==> config.mk <==
export PLATFORM = sky130hd
export DESIGN_NAME = ir_rawcap
export DESIGN_NICKNAME = d
export VERILOG_FILES = /design/src/rtl/ir_rawcap_pkg.sv /design/src/rtl/ir_rawcap_meter.sv /design/src/rtl/ir_rawcap_fifo.sv /design/src/rtl/ir_rawcap.sv
export SDC_FILE = /design/constraint.sdc
export NUM_CORES = 1
export LEC_CHECK = 0
export CORE_ASPECT_RATIO = 0.6
export CORE_MARGIN = 10
export CORE_UTILIZATION = 55
export CTS_CLUSTER_SIZE = 30
export DETAILED_ROUTE_END_ITERATION = 10
export PLACE_DENSITY = 0.81
export SLEW_MARGIN = 20
export SYNTH_ARGS = -nofsm -noshare
export SYNTH_HDL_FRONTEND = slang
export SYNTH_SLANG_ARGS = --single-unit
==> constraint.sdc <==
create_clock -name clk -period 9.87 [get_ports clk]
set_input_delay 0.987 -clock clk [delete_from_list [all_inputs] [get_ports clk]]
set_output_delay 0.987 -clock clk [all_outputs]
set_load 0.1 [all_outputs]
==> src/rtl/ir_rawcap_pkg.sv <==
package ir_rawcap_pkg;
  localparam int DUR_W = 16;

  localparam logic [5:0] A_ENABLE = 6'h00;
  localparam logic [5:0] A_CONFIG = 6'h04;
  localparam logic [5:0] A_BUSY   = 6'h1C;
  localparam logic [5:0] A_COUNT  = 6'h20;
  localparam logic [5:0] A_DATA   = 6'h24;
  localparam logic [5:0] A_MASK   = 6'h28;
  localparam logic [5:0] A_STATUS = 6'h2C;
  localparam logic [5:0] A_CLEAR  = 6'h30;
  localparam logic [5:0] A_START  = 6'h34;

  typedef enum logic [1:0] {MS_IDLE, MS_LOW, MS_HIGH} meter_st_e;

  // flag index order inside status, mask and clear fields
  localparam int F_LEVEL = 0;
  localparam int F_TMO   = 1;
  localparam int F_OVF   = 2;
  localparam int NFLAG   = 3;
endpackage

==> src/rtl/ir_rawcap_meter.sv <==
module ir_rawcap_meter
  import ir_rawcap_pkg::*;
#(
  parameter int CW     = DUR_W,
  parameter int PW     = 7,
  parameter int DECADE = 10
) (
  input  logic          clk,
  input  logic          rst_n,
  input  logic          ir_in,
  input  logic          run,
  input  logic [PW-1:0] presc,
  input  logic [CW-1:0] maxw,
  output logic          sym_valid,
  output logic [2*CW-1:0] sym_data,
  output logic          eos_evt
);
  localparam int DW = $clog2(DECADE);

  logic s1_q, s2_q, sp_q;
  logic edge_w, fall_w, rise_w, unit_w, hit_w;
  logic [PW-1:0] pre_q;
  logic [DW-1:0] dec_q;
  logic [CW-1:0] lo_q, hi_q;
  logic [CW:0]   sum_w;
  meter_st_e     st_q;

  // two-flop synchronizer plus edge history, idle level high
  always_ff @(posedge clk or negedge rst_n) begin
    if (!rst_n) begin
      s1_q <= 1'b1;
      s2_q <= 1'b1;
      sp_q <= 1'b1;
    end else begin
      s1_q <= ir_in;
      s2_q <= s1_q;
      sp_q <= s2_q;
    end
  end

  assign edge_w = s2_q ^ sp_q;
  assign fall_w = edge_w & ~s2_q;
  assign rise_w = edge_w & s2_q;

  // tick prescaler and tick-to-unit divider, restarted at each edge
  always_ff @(posedge clk or negedge rst_n) begin
    if (!rst_n) begin
      pre_q <= '0;
      dec_q <= '0;
    end else if (!run || edge_w) begin
      pre_q <= '0;
      dec_q <= '0;
    end else if (pre_q == presc) begin
      pre_q <= '0;
      dec_q <= (dec_q == DW'(DECADE-1)) ? '0 : dec_q + 1'b1;
    end else begin
      pre_q <= pre_q + 1'b1;
    end
  end

  assign unit_w = run && !edge_w && (pre_q == presc) && (dec_q == DW'(DECADE-1));
  assign sum_w  = {1'b0, lo_q} + {1'b0, hi_q} + 1'b1;
  assign hit_w  = sum_w >= {1'b0, maxw};

  always_ff @(posedge clk or negedge rst_n) begin
    if (!rst_n) begin
      st_q <= MS_IDLE;
      lo_q <= '0;
      hi_q <= '0;
    end else if (!run) begin
      st_q <= MS_IDLE;
      lo_q <= '0;
      hi_q <= '0;
    end else begin
      case (st_q)
        MS_IDLE: if (fall_w) begin
          st_q <= MS_LOW;
          lo_q <= '0;
          hi_q <= '0;
        end
        MS_LOW: begin
          if (rise_w) begin
            st_q <= MS_HIGH;
            hi_q <= '0;
          end else if (unit_w && lo_q != '1) begin
            lo_q <= lo_q + 1'b1;
          end
        end
        MS_HIGH: begin
          if (fall_w) begin
            st_q <= MS_LOW;
            lo_q <= '0;
            hi_q <= '0;
          end else if (unit_w) begin
            if (hit_w) st_q <= MS_IDLE;
            else       hi_q <= hi_q + 1'b1;
          end
        end
        default: st_q <= MS_IDLE;
      endcase
    end
  end

  assign eos_evt   = run && (st_q == MS_HIGH) && !fall_w && unit_w && hit_w;
  assign sym_valid = (run && (st_q == MS_HIGH) && fall_w) || eos_evt;
  assign sym_data  = eos_evt ? {hi_q + 1'b1, lo_q} : {hi_q, lo_q};

  logic [CW:0] out_sum_w;
  assign out_sum_w = {1'b0, sym_data[2*CW-1:CW]} + {1'b0, sym_data[CW-1:0]};


  eos_width_chk: assert property (@(posedge clk) disable iff (!rst_n)
    (eos_evt && lo_q < maxw) |-> (out_sum_w == {1'b0, maxw}));


  halt_idle_chk: assert property (@(posedge clk) disable iff (!rst_n)
    !run |=> (st_q == MS_IDLE && !sym_valid));


  start_low_chk: assert property (@(posedge clk) disable iff (!rst_n)
    (run && st_q == MS_IDLE && fall_w) |=> (st_q == MS_LOW || !run));
endmodule

==> src/rtl/ir_rawcap_fifo.sv <==
module ir_rawcap_fifo #(
  parameter int DEPTH = 16,
  parameter int W     = 32
) (
  input  logic          clk,
  input  logic          rst_n,
  input  logic          flush,
  input  logic          push_valid,
  output logic          push_ready,
  input  logic [W-1:0]  push_data,
  input  logic          pop,
  output logic [W-1:0]  head,
  output logic [$clog2(DEPTH+1)-1:0] occ
);
  localparam int AW = (DEPTH > 1) ? $clog2(DEPTH) : 1;
  localparam int NW = $clog2(DEPTH+1);

  logic [W-1:0]  mem [DEPTH];
  logic [AW-1:0] wp_q, rp_q;
  logic [NW-1:0] occ_q;
  logic          do_pop, do_push;

  assign do_pop     = pop && (occ_q != '0);
  assign push_ready = (occ_q != NW'(DEPTH)) || do_pop;
  assign do_push    = push_valid && push_ready;

  function automatic logic [AW-1:0] nxt(input logic [AW-1:0] p);
    return (p == AW'(DEPTH-1)) ? '0 : p + 1'b1;
  endfunction

  always_ff @(posedge clk or negedge rst_n) begin
    if (!rst_n) begin
      wp_q  <= '0;
      rp_q  <= '0;
      occ_q <= '0;
    end else if (flush) begin
      wp_q  <= '0;
      rp_q  <= '0;
      occ_q <= '0;
    end else begin
      if (do_push) wp_q <= nxt(wp_q);
      if (do_pop)  rp_q <= nxt(rp_q);
      occ_q <= occ_q + NW'(do_push) - NW'(do_pop);
    end
  end

  always_ff @(posedge clk) begin
    if (do_push && !flush) mem[wp_q] <= push_data;
  end

  assign head = mem[rp_q];
  assign occ  = occ_q;


  occ_bound_chk: assert property (@(posedge clk) disable iff (!rst_n)
    occ_q <= NW'(DEPTH));


  empty_pop_chk: assert property (@(posedge clk) disable iff (!rst_n)
    (pop && occ_q == '0 && !push_valid && !flush) |=> (occ_q == '0));


  full_hold_chk: assert property (@(posedge clk) disable iff (!rst_n)
    (push_valid && occ_q == NW'(DEPTH) && !pop && !flush) |=> (occ_q == NW'(DEPTH)));
endmodule

==> src/rtl/ir_rawcap.sv <==
module ir_rawcap
  import ir_rawcap_pkg::*;
#(
  parameter int          DEPTH     = 16,
  parameter int          SETTLE    = 8,
  parameter int          DECADE    = 10,
  parameter logic [15:0] DEF_WIDTH = 16'h3E80,
  parameter logic [6:0]  DEF_PRESC = 7'd124
) (
  input  logic        clk,
  input  logic        rst_n,
  input  logic        ir_in,
  input  logic        bus_wr,
  input  logic        bus_rd,
  input  logic [5:0]  bus_addr,
  input  logic [31:0] bus_wdata,
  output logic [31:0] bus_rdata,
  output logic        irq
);
  localparam int NW = $clog2(DEPTH+1);
  localparam int BW = $clog2(SETTLE+1);
  localparam logic [31:0] CFG_RST = {DEF_WIDTH, 2'b00, 6'd0, 1'b1, DEF_PRESC};

  logic              en_q, armed_q, run_w, busy_w;
  logic [BW-1:0]     busy_q;
  logic [31:0]       cfg_q;
  logic [NFLAG-1:0]  mask_q, st_q, set_w, clr_w, pend_w;
  logic              sym_valid, push_ready, eos_evt, pop_w;
  logic [2*DUR_W-1:0] sym_data, head;
  logic [NW-1:0]     occ;

  logic wr_en, wr_cfg, wr_mask, wr_clr, wr_start;
  assign wr_en    = bus_wr && bus_addr == A_ENABLE;
  assign wr_cfg   = bus_wr && bus_addr == A_CONFIG;
  assign wr_mask  = bus_wr && bus_addr == A_MASK;
  assign wr_clr   = bus_wr && bus_addr == A_CLEAR;
  assign wr_start = bus_wr && bus_addr == A_START;
  assign pop_w    = bus_rd && bus_addr == A_DATA;

  always_ff @(posedge clk or negedge rst_n) begin
    if (!rst_n) begin
      en_q    <= 1'b0;
      armed_q <= 1'b0;
      busy_q  <= '0;
      cfg_q   <= CFG_RST;
      mask_q  <= '0;
    end else begin
      if (wr_en) begin
        en_q <= bus_wdata[0];
        if (!bus_wdata[0]) begin
          armed_q <= 1'b0;
          busy_q  <= '0;
        end else if (!en_q) begin
          busy_q  <= BW'(SETTLE);
        end
      end else if (busy_q != '0) begin
        busy_q <= busy_q - 1'b1;
      end
      if (wr_start && en_q) armed_q <= 1'b1;
      if (wr_cfg)  cfg_q  <= bus_wdata;
      if (wr_mask) mask_q <= bus_wdata[NFLAG-1:0];
    end
  end

  assign busy_w = busy_q != '0;
  assign run_w  = en_q && armed_q && !busy_w;

  ir_rawcap_meter #(.CW(DUR_W), .PW(7), .DECADE(DECADE)) u_meter (
    .clk       (clk),
    .rst_n     (rst_n),
    .ir_in     (ir_in),
    .run       (run_w),
    .presc     (cfg_q[6:0]),
    .maxw      (cfg_q[31:16]),
    .sym_valid (sym_valid),
    .sym_data  (sym_data),
    .eos_evt   (eos_evt)
  );

  ir_rawcap_fifo #(.DEPTH(DEPTH), .W(2*DUR_W)) u_fifo (
    .clk        (clk),
    .rst_n      (rst_n),
    .flush      (!en_q),
    .push_valid (sym_valid),
    .push_ready (push_ready),
    .push_data  (sym_data),
    .pop        (pop_w),
    .head       (head),
    .occ        (occ)
  );

  assign set_w[F_LEVEL] = 32'(occ) >= 32'(cfg_q[13:8]) + 32'd1;
  assign set_w[F_TMO]   = eos_evt;
  assign set_w[F_OVF]   = sym_valid && !push_ready;

  for (genvar g = 0; g < NFLAG; g++) begin : g_flag
    assign clr_w[g] = wr_clr && bus_wdata[16+g];
    always_ff @(posedge clk or negedge rst_n) begin
      if (!rst_n)        st_q[g] <= 1'b0;
      else if (set_w[g]) st_q[g] <= 1'b1;
      else if (clr_w[g]) st_q[g] <= 1'b0;
    end
  end

  assign pend_w = st_q & ~mask_q;
  assign irq    = |pend_w;

  always_comb begin
    case (bus_addr)
      A_ENABLE: bus_rdata = {31'd0, en_q};
      A_CONFIG: bus_rdata = cfg_q;
      A_BUSY:   bus_rdata = {31'd0, busy_w};
      A_COUNT:  bus_rdata = 32'(occ);
      A_DATA:   bus_rdata = (occ != '0) ? head : 32'd0;
      A_MASK:   bus_rdata = 32'(mask_q);
      A_STATUS: bus_rdata = {5'd0, pend_w, 13'd0, st_q, 8'd0};
      default:  bus_rdata = 32'd0;
    endcase
  end


  busy_needs_en_chk: assert property (@(posedge clk) disable iff (!rst_n)
    busy_w |-> en_q);


  disable_flush_chk: assert property (@(posedge clk) disable iff (!rst_n)
    !en_q |=> (occ == '0));


  ovf_flag_chk: assert property (@(posedge clk) disable iff (!rst_n)
    (sym_valid && !push_ready) |=> st_q[F_OVF]);


  irq_unmasked_chk: assert property (@(posedge clk) disable iff (!rst_n)
    (st_q[F_OVF] && !mask_q[F_OVF]) |-> irq);
endmodule

; ---- Word level (Yosys, flattened, before mapping)
; Memory sizes are Yosys's and may differ from the RTL's.
; Index checks and enable logic that the tools add are counted.
[classes]
n_reduce_logical = 50
bitwise = 6
n_eq_ne = 30
n_lt_le_gt_ge = 2
muxes = 48
add_sub_neg = 12
[ops]
columns = cell, count
row1 = 32-bit case mux with 7 select lines, 1
row2 = 16-bit 2-to-1 mux, 9
row3 = 32-bit 2-to-1 mux, 2
row4 = 4-bit 2-to-1 mux, 13
row5 = 16-bit case mux with 3 select lines, 1
row6 = 6-bit equality test (second input constant), 6
row7 = 16-bit by 1-bit adder with 16-bit output (second input constant), 2
row8 = 16-bit case mux with 2 select lines, 1
row9 = 1-bit logical AND, 25
row10 = 3-bit != test (second input constant), 7
row11 = 16-bit by 16-bit adder with 17-bit output, 1
row12 = 17-bit by 1-bit adder with 17-bit output (second input constant), 1
row13 = 17-bit by 16-bit >= comparator with 1-bit output, 1
row14 = 16-bit != test (second input constant), 1
row15 = 4-bit != test (second input constant), 4
row16 = 7-bit 2-to-1 mux, 2
row17 = 4-bit by 1-bit adder with 4-bit output (second input constant), 3
row18 = 4-bit equality test (second input constant), 3
row19 = 2-bit 2-to-1 mux, 6
row20 = 2-bit nonzero test, 6
row21 = 1-bit 2-to-1 mux, 11
row22 = 4-bit AND reduction, 2
row23 = 6-bit by 1-bit adder with 7-bit output (second input constant), 1
row24 = 7-bit by 1-bit adder with 7-bit output (second input constant), 1
row25 = other kinds (28), 38
[totals]
elab_cells = 168
n_memories = 1
ram_bits = 512
inputBits = 43
output_inout_bits = 33
ff_bits = 105
[mem_list]
columns = memory, words, width, read_ports, rd_ports_with_merged_regs, wr, line
row1 = u_fifo.mem, 16, 32, 1, 0, 1, ir_rawcap_fifo.sv:18  ; logic [W-1:0] mem [DEPTH];

; ---- Logic depth before layout (Yosys ltp)
; Gate-level depths: netlist (run 1).
[depth]
depth_word = 13
ltp_mapped = 29
mapped_depth_nobuf = 28

; ---- By module
; Synthesis (run 1) repeated with hierarchy kept, for this count alone.
[hier_totals]
cells_unflattened = 1727
hier_area_um2 = 27226.1
[modules_own_cells]
columns = mod, seq_area_each_um2, area_per_inst_um2, cells_each, n_inst
row1 = ir_rawcap_fifo, 15700.1, 20452.1, 1024, 1
row2 = ir_rawcap_meter, 1204.9, 4106.4, 475, 1
row3 = ir_rawcap, 1116.1, 2667.6, 228, 1

; ---- Least setup slack after synthesis (run 1)
; No wires, ideal clock.
[synth_path]
path_type = register -> register
from = reg u_meter.lo_q[0]
to = mem u_fifo.mem[15][0], enable pin
arrival_time_ns = 4.836
stages_incl_launch_ff = 22
setup_slack_ns = 4.642
required_time_ns = 9.478
setup_time_ns = 0.392
cell_sequence = dfrtp_1 > inv_1 > ha_1 > inv_1 > fa_1 > a21oi_1 > nor2_1 > nor4_2 > nor4b_2 > o31a_1 > nor2_1 > xnor2_1 > ha_1 > o21ai_0 > or2_2 > o22ai_1 > a211o_1 > inv_2 > a211o_1 > a21boi_1 > buf_2 > and3_1
[synth_between]
elab_chain_cells = 9
[synth_lines]
columns = element, line
row1 = start: declaration, ir_rawcap_meter.sv:24  ; logic [CW-1:0] lo_q, hi_q;
row2 = start signal: assignment, ir_rawcap_meter.sv:86  ; lo_q <= lo_q + 1'b1;
row3 = 16-bit by 16-bit adder with 17-bit output, ir_rawcap_meter.sv:62  ; assign sum_w = {1'b0, lo_q} + {1'b0, hi_q} + 1'b1;
row4 = 17-bit by 1-bit adder with 17-bit output, ir_rawcap_meter.sv:62
row5 = 17-bit by 16-bit >= comparator with 1-bit output, ir_rawcap_meter.sv:63  ; assign hit_w = sum_w >= {1'b0, maxw};
row6 = 1-bit logical AND, ir_rawcap_meter.sv:104  ; assign eos_evt = run && (st_q == MS_HIGH) && !fall_w && unit_w && hit_w;
row7 = 1-bit logical OR, ir_rawcap_meter.sv:105  ; assign sym_valid = (run && (st_q == MS_HIGH) && fall_w) || eos_evt;
row8 = 1-bit logical AND, ir_rawcap_fifo.sv:25  ; assign do_push = push_valid && push_ready;
row9 = 1-bit logical AND, ir_rawcap_fifo.sv:48  ; if (do_push && !flush) mem[wp_q] <= push_data;
row10 = 1-bit 2-to-1 mux, ir_rawcap_fifo.sv:48
row11 = 1-bit 2-to-1 mux (not written as such), ir_rawcap_fifo.sv:48
row12 = end: declaration, ir_rawcap_fifo.sv:18
; No other way between the ends.

; ---- Worst setup path in the final report (run 1)
[layout_path]
from = reg u_meter.lo_q[0]
to = mem u_fifo.mem[8][5], enable pin
; The elaborated chain is that of the path after synthesis.

==> flow_metrics.env, run 1 <==
export IMPL_cts_buffer_depth=3
export IMPL_firstDrtPassIters=6
export IMPL_synth_area_top_cells="edfxtp_1 58%, mux4_2 14%, dfrtp_1 8.5%"
export IMPL_fmax_mhz=150
export IMPL_setup_viol=0
export IMPL_power_density_nw_per_um2=171
export IMPL_timing_rr_start="u_meter.lo_q[0]"
export IMPL_synth_top_area_share=0.578
export IMPL_finalCritPeriodShare=0.678
export IMPL_place_congestion=0.979
export IMPL_grt_pass1_vias=14905
export IMPL_rr_endpoint="u_fifo.mem[8][5]"
export IMPL_placedInstanceArea_um2=28100
export IMPL_avgViaCountPerCell=6.54
export IMPL_grt_usage=0.235
export IMPL_clk_pin_slew_ps=70
export IMPL_syn_cell_area_um2=26600
export IMPL_maxCapViolCount=0
export IMPL_p_leak_nw=11.6
export IMPL_slew_limit_headroom=0.223
export IMPL_fin_tns_setup_ps=0
export IMPL_cts_resized=0
export IMPL_crit_required_ps=10070
export IMPL_drc=0
export IMPL_cp_start_kind="register"
export IMPL_synth_distinct_cells=66
export IMPL_antenna_found_initial=2
export IMPL_synth_edf_count=512
export IMPL_grt_pass1_wl_um=102000
export IMPL_vias=15223
export IMPL_fin_area_um2=29900
export IMPL_yosysTopAreaCell="edfxtp_1"
export IMPL_slowest_stage="and3_2"
export IMPL_synthCells=1559
export IMPL_status="complete, no violations"
export IMPL_area_growth_pct=12.3
export IMPL_r2r_slack_ps=3180
export IMPL_die_area_um2=57800
export IMPL_wl_per_cell_um=29.5
export IMPL_fin_crit_ps=6690
export IMPL_worstPathMaxFanout=32
export IMPL_drive_gt1_frac=0.217
export IMPL_totalWireLength_um=68700
export IMPL_rsz0062_at_grt="no"
export IMPL_synthArstFlopShare=0.170
export IMPL_worst_path_largest_cell_delay_ps=1030
export IMPL_cts_htree_levels=2
export IMPL_ys_seq_elements=617
export IMPL_yosys_warnings=0
export IMPL_start_util=0.556
export IMPL_die_x_um=304
export IMPL_diodes=0
export IMPL_core_um2=47800
export IMPL_finalMaxSlewViolations=0
export IMPL_final_hold_viol_count=0
export IMPL_critPathBufInv=4
export IMPL_hold_path_class="register to register"
export IMPL_endpoint="u_fifo.mem[8][5]"
export IMPL_arrival_ps=6880
export IMPL_ir_drop_v=0.000197
export IMPL_overflow=0
export IMPL_worstSetupEndpointType="register"
export IMPL_min_delay_start="u_meter.s1_q"
export IMPL_final_core_util=0.625
export IMPL_syn_avg_cell_area_um2=17.1
export IMPL_cp_cell_sequence="inv_1, ha_1, inv_1, fa_1, a21oi_1, nor2_1, nor4_2, nor2_1, nand2_1, nand2_1, a211oi_1, nor3_1, ha_1, nand4_1, or3_1, o22ai_1, a211o_1, inv_2, a211o_1, buf_4, a21boi_2, and3_2"
export IMPL_drt_initial_drc_count=2193
export IMPL_synthesis_nets=1661
export IMPL_cpLargestDelayFamily="simple AND/OR/NAND/NOR gates"
export IMPL_nNetsFinal=1750
export IMPL_hpwl_um=44100
export IMPL_hold_buffers=0
export IMPL_cts_buffers=52
export IMPL_n_fill_cell=3349
export IMPL_synthFlopType="edfxtp_1"
export IMPL_ios=76
export IMPL_final_antenna_net_count=0
export IMPL_cts_root_buf="clkbuf_16"
export IMPL_worst_slew_pin_slew_ps=1160
export IMPL_cts_tree="built"
export IMPL_grt_start_max_net_pins=106
export IMPL_row_count=62
export IMPL_critical_path_class="register to register"
export IMPL_dieHeight_um=190
export IMPL_yosysSeqAreaShare=0.678
export IMPL_clock_latency_ps=590
export IMPL_finClkSkew_ps=20.6
export IMPL_r2r_cells=22
export IMPL_cts_num_sinks=617
export IMPL_critPathLaunch="u_meter.lo_q[0]"
export IMPL_whs_ps=374
export IMPL_post_cts_buffers=0
export IMPL_crit_cells=22
export IMPL_io_buffers=75
## layout by cell type (no fill, tap or decap), types with 9 or more instances in the layout
master / synthesis / layout
edfxtp_1: 512 / 512
mux4_2: 160 / 160
nand2_1: 87 / 87
dfrtp_1: 90 / 86
inv_1: 78 / 78
clkdlybuf4s50_1: 0 / 74
nor2_1: 72 / 72
ha_1: 57 / 57
o21ai_0: 55 / 55
clkbuf_16: 0 / 53
mux2_2: 37 / 37
nand3_1: 35 / 35
xor2_1: 38 / 30
and3_1: 40 / 24
buf_4: 1 / 23
a21oi_1: 20 / 20
xnor2_1: 20 / 20
nand2b_1: 15 / 15
and3_2: 0 / 15
dfstp_2: 15 / 15
nor3_1: 14 / 13
clkinv_1: 0 / 10
a22oi_1: 9 / 9
or3_1: 9 / 9
nand4_1: 9 / 9
clkinv_2: 0 / 9
## state kept, by name, indices dropped and copies added (netlist names), 2 cells and up
signal	flops
u_meter.dec_q	4
busy_q	4
cfg_q	32
u_meter.lo_q	16
u_meter.pre_q	7
u_fifo.mem	512
u_fifo.rp_q	4
st_q	3
u_meter.hi_q	16
u_fifo.occ	5
u_fifo.wp_q	4
u_meter.st_q	2
mask_q	3
## per-layer routing
| layer | track usage | wire length, µm |
|---|---|---|
| met1 | 0.353 | 28900 |
| met4 | 0.0495 | 1520 |
| met3 | 0.0625 | 8150 |
| met5 | 0 | 0 |
| met2 | 0.343 | 30100 |
## cell type report
class	count	area (µm²)	area share
flip-flops and latches	617	18000	0.604
clock inverters	31	290	0.00972
inverters	79	297	0.00993
clock buffers	64	1410	0.0471
multi-input cells	800	8110	0.272
well taps	640	801	0.0268
repair buffers	98	933	0.0312
## power by group
part / leakage [nW] / internal [W] / switching, W
clock: 0.829 / 0.00115 / 0.000938
combinational: 3.60 / 0.0000673 / 0.0000930
sequential: 7.18 / 0.00282 / 0.0000327
total: 11.6 / 0.00403 / 0.00106
## logic make-up after synthesis
group | after synthesis | synth area share
xor gates and xnor gates | 58 | 0.0191
adders and majority gates | 59 | 0.0283
muxes | 205 | 0.154
buffers and inverters | 142 | 0.0212
AOI/OAI and AO/OA | 151 | 0.0373
and+or+nand+nor | 327 | 0.0621
DFF | 617 | 0.678
## worst reg2reg max path, delay by kind of cell, from the launching register on
kind                     cells  cell delay [ps]
adder cells (fa/ha/maj)      3              900
buffers and inverters        4              610
flip-flops                   1              560
AND/OR/NAND/NOR              9             2360
AO/OA/AOI/OAI                6             1830
## how the worst min path moves through the flow
stage / cells after the start / end / slack [ps]
after floorplan: 0 / u_meter.s2_q / 350
after global placement: 0 / u_meter.s2_q / 360
after detailed placement: 0 / u_meter.s2_q / 360
after CTS: 0 / u_meter.s2_q / 370
after global routing: 0 / u_meter.s2_q / 370
final: 0 / u_meter.s2_q / 370
## cells in the mapped netlist (all sizes together) (9+ instances only)
master	instances
mux2	37
xor2	38
dfstp	15
nand4	9
nor2	79
ha	57
and3	40
mux4	160
edfxtp	512
dfrtp	90
nor3	15
or3	9
a21oi	20
nand2	87
o21ai	56
a22oi	9
nand2b	15
buf	26
nand3	35
xnor2	20
clkbuf	37
inv	79
## per-stage QoR
| stage | worst slack [ps] | total power, W | std cells |
|---|---|---|---|
| 2_1_floorplan | 4640 | 0.00299 | 1559 |
| 5_1_grt | 2690 | 0.00522 | 2329 |
| 3_5_place_dp | 3000 | 0.00306 | 2234 |
| 4_1_cts | 2880 | 0.00510 | 2329 |
| 3_3_place_gp | 3160 | 0.00305 | 2234 |
| 6_report | 3180 | 0.00509 | 2329 |
No activity file was read; power rests on OpenSTA's default activity.
==> run 2: changes to the inputs <==
- PLACE_DENSITY: 0.81 -> 0.84
- clock period: 9.87 -> 5.4 ns (I/O delays scaled with it)
==> run 2 against run 1 <==
Against the previous run: power increased by 78%; clock skew increased by 11 ps; sequential share of layout area decreased by 0.89 points; global-route usage increased by 0.46 points; sequential power increased by 83%; first-iteration DRC count decreased by 2.9%; clock-buffer cell count increased by 1; worst hold slack got worse by 290 ps; highest routed layer unchanged.
==> flow_metrics.env, run 2 (synthesis results as in run 1) <==
export IMPL_status="complete, no violations"
export IMPL_setup_viol=0
export IMPL_final_hold_viol_count=0
export IMPL_cts_buffers=51
export IMPL_cts_htree_levels=2
export IMPL_largest_register_ffs=512
export IMPL_clk_pin_slew_ps=70
export IMPL_area_growth_pct=14.0
export IMPL_clock_latency_ps=590
export IMPL_grt_usage=0.240
export IMPL_finClkSkew_ps=31.3
export IMPL_final_antenna_net_count=0
export IMPL_avgViaCountPerCell=6.55
export IMPL_final_core_util=0.634
export IMPL_top_layer_used="met4"
export IMPL_grt_start_max_net_pins=63
export IMPL_fmax_mhz=193
export IMPL_dieHeight_um=190
export IMPL_diodes=0
export IMPL_core_um2=47800
export IMPL_crit_required_ps=5870
export IMPL_die_x_um=304
export IMPL_start_util=0.556
export IMPL_cts_buffer_depth=3
export IMPL_die_area_um2=57800
export IMPL_fin_crit_ps=5190
export IMPL_cts_root_buf="clkbuf_16"
export IMPL_grt_pass1_wl_um=104000
export IMPL_drt_initial_drc_count=2129
export IMPL_critical_path_class="register to register"
export IMPL_n_fill_cell=3245
export IMPL_place_congestion=0.920
export IMPL_ios=76
export IMPL_overflow=0
export IMPL_wl_met2_um=31400
export IMPL_row_count=62
export IMPL_worst_path_largest_cell_delay_ps=400
export IMPL_wl_met3_um=9870
export IMPL_cp_start_kind="register"
export IMPL_worstPathMaxFanout=3
export IMPL_cts_num_sinks=617
export IMPL_worstSetupEndpointType="register"
export IMPL_wl_met1_um=27100
export IMPL_drc=0
export IMPL_vias=15598
export IMPL_slew_limit_headroom=0.290
export IMPL_layout_commonest_cell="edfxtp_1"
export IMPL_hold_path_class="input port to async pin"
export IMPL_hpwl_um=45400
export IMPL_fin_ws_ps=214
export IMPL_largestRegisters="u_fifo.mem: 512 flops, cfg_q: 32 flops"
export IMPL_antenna_found_initial=1
export IMPL_slowest_stage="dfrtp_1"
export IMPL_grt_pass1_vias=15715
export IMPL_drive_gt1_frac=0.264
export IMPL_p_leak_nw=12.0
export IMPL_arrival_ps=5650
export IMPL_finalCritPeriodShare=0.960
export IMPL_finalMaxSlewViolations=0
export IMPL_pre_cts_ws_ps=17.4
export IMPL_totalWireLength_um=70300
export IMPL_mostFrequentLayoutCells="512 x edfxtp_1, 160 x mux4_2, 91 x buf_4"
export IMPL_wl_per_cell_um=29.5
export IMPL_worst_slew_pin_slew_ps=1060
export IMPL_largest_register="u_fifo.mem"
export IMPL_r2r_slack_ps=210
export IMPL_firstDrtPassIters=6
export IMPL_nNetsFinal=1804
export IMPL_cts_tree="built"
export IMPL_io_buffers=75
export IMPL_ir_drop_v=0.000348
export IMPL_maxCapViolCount=0
export IMPL_power_density_nw_per_um2=300
-- run 2: cell types whose count changed in the layout (fill, tap and decap cells not counted), sizes merged --
cell and change:
inv +3, buf +85, bufinv -3, clkinvlp -2, clkbuf +1, clkdlybuf4s50 -30
-- run 2: final timing paths --
check                                 from        endpoint  cells past startpoint
setup / recovery           u_meter.lo_q[0]   u_fifo.occ[4]                     28
hold / removal                       rst_n         st_q[0]                      1
setup reg to reg           u_meter.lo_q[0]   u_fifo.occ[4]                     28
hold reg to reg               u_meter.s1_q    u_meter.s2_q                      0
max in group asynchronous            rst_n  u_fifo.rp_q[1]                      2
min in group clk              u_meter.s1_q    u_meter.s2_q                      0
-- run 2: cell type report --
type / instances / area [µm²] / share of cell area
Tap cell: 640 / 801 / 0.0264
Timing Repair Buffer: 153 / 1480 / 0.0489
Sequential cell: 617 / 18000 / 0.595
Inverter: 79 / 297 / 0.00978
Clock buffer: 65 / 1340 / 0.0442
Clock inverter: 29 / 216 / 0.00714
Multi-Input combinational cell: 800 / 8150 / 0.269
-- run 2: layer usage --
metal,up-vias,track usage
met3,128,0.0704
met2,1190,0.359
met1,7896,0.341
met5,-,0
met4,0,0.0667
li1,6384,-
-- run 2: report_power, final --
part / internal [W] / switching, W / leakage [nW]
Sequential: 0.00515 / 0.0000655 / 7.18
Clock: 0.00186 / 0.00169 / 0.775
Combinational: 0.000132 / 0.000173 / 4.02
-- run 2: metrics by stage --
stage / area, µm² / TNS, ps / total power [W] / cells / hold slack, ps
5_1_grt: 30300 / -75.7 / 0.00934 / 2383 / 148
6_report: 30300 / 0 / 0.00908 / 2383 / 81.2
2_1_floorplan: 26600 / 0 / 0.00546 / 1559 / 244
4_1_cts: 30200 / 0 / 0.00909 / 2380 / 117
3_3_place_gp: 28600 / 0 / 0.00558 / 2286 / 357
3_5_place_dp: 28600 / 0 / 0.00560 / 2286 / 357
-- run 2: repair_timing --
action | 4_1_cts | 5_1_grt
endpoints found under the setup margin | 41 | 578
buffers inserted | 0 | 3
resized for setup | 2 | 22
hold buffers | 0 | 0
pin swaps | 1 | 8
-- run 2: critical path: cells and delay by family (launching register included) --
kind	cells	cell delay, ps
AO/OA/AOI/OAI	9	1570
XOR/XNOR	1	140
adder cells (fa/ha/maj)	5	1220
buffers and inverters	6	490
flip-flops	1	400
AND/OR/NAND/NOR	7	1250
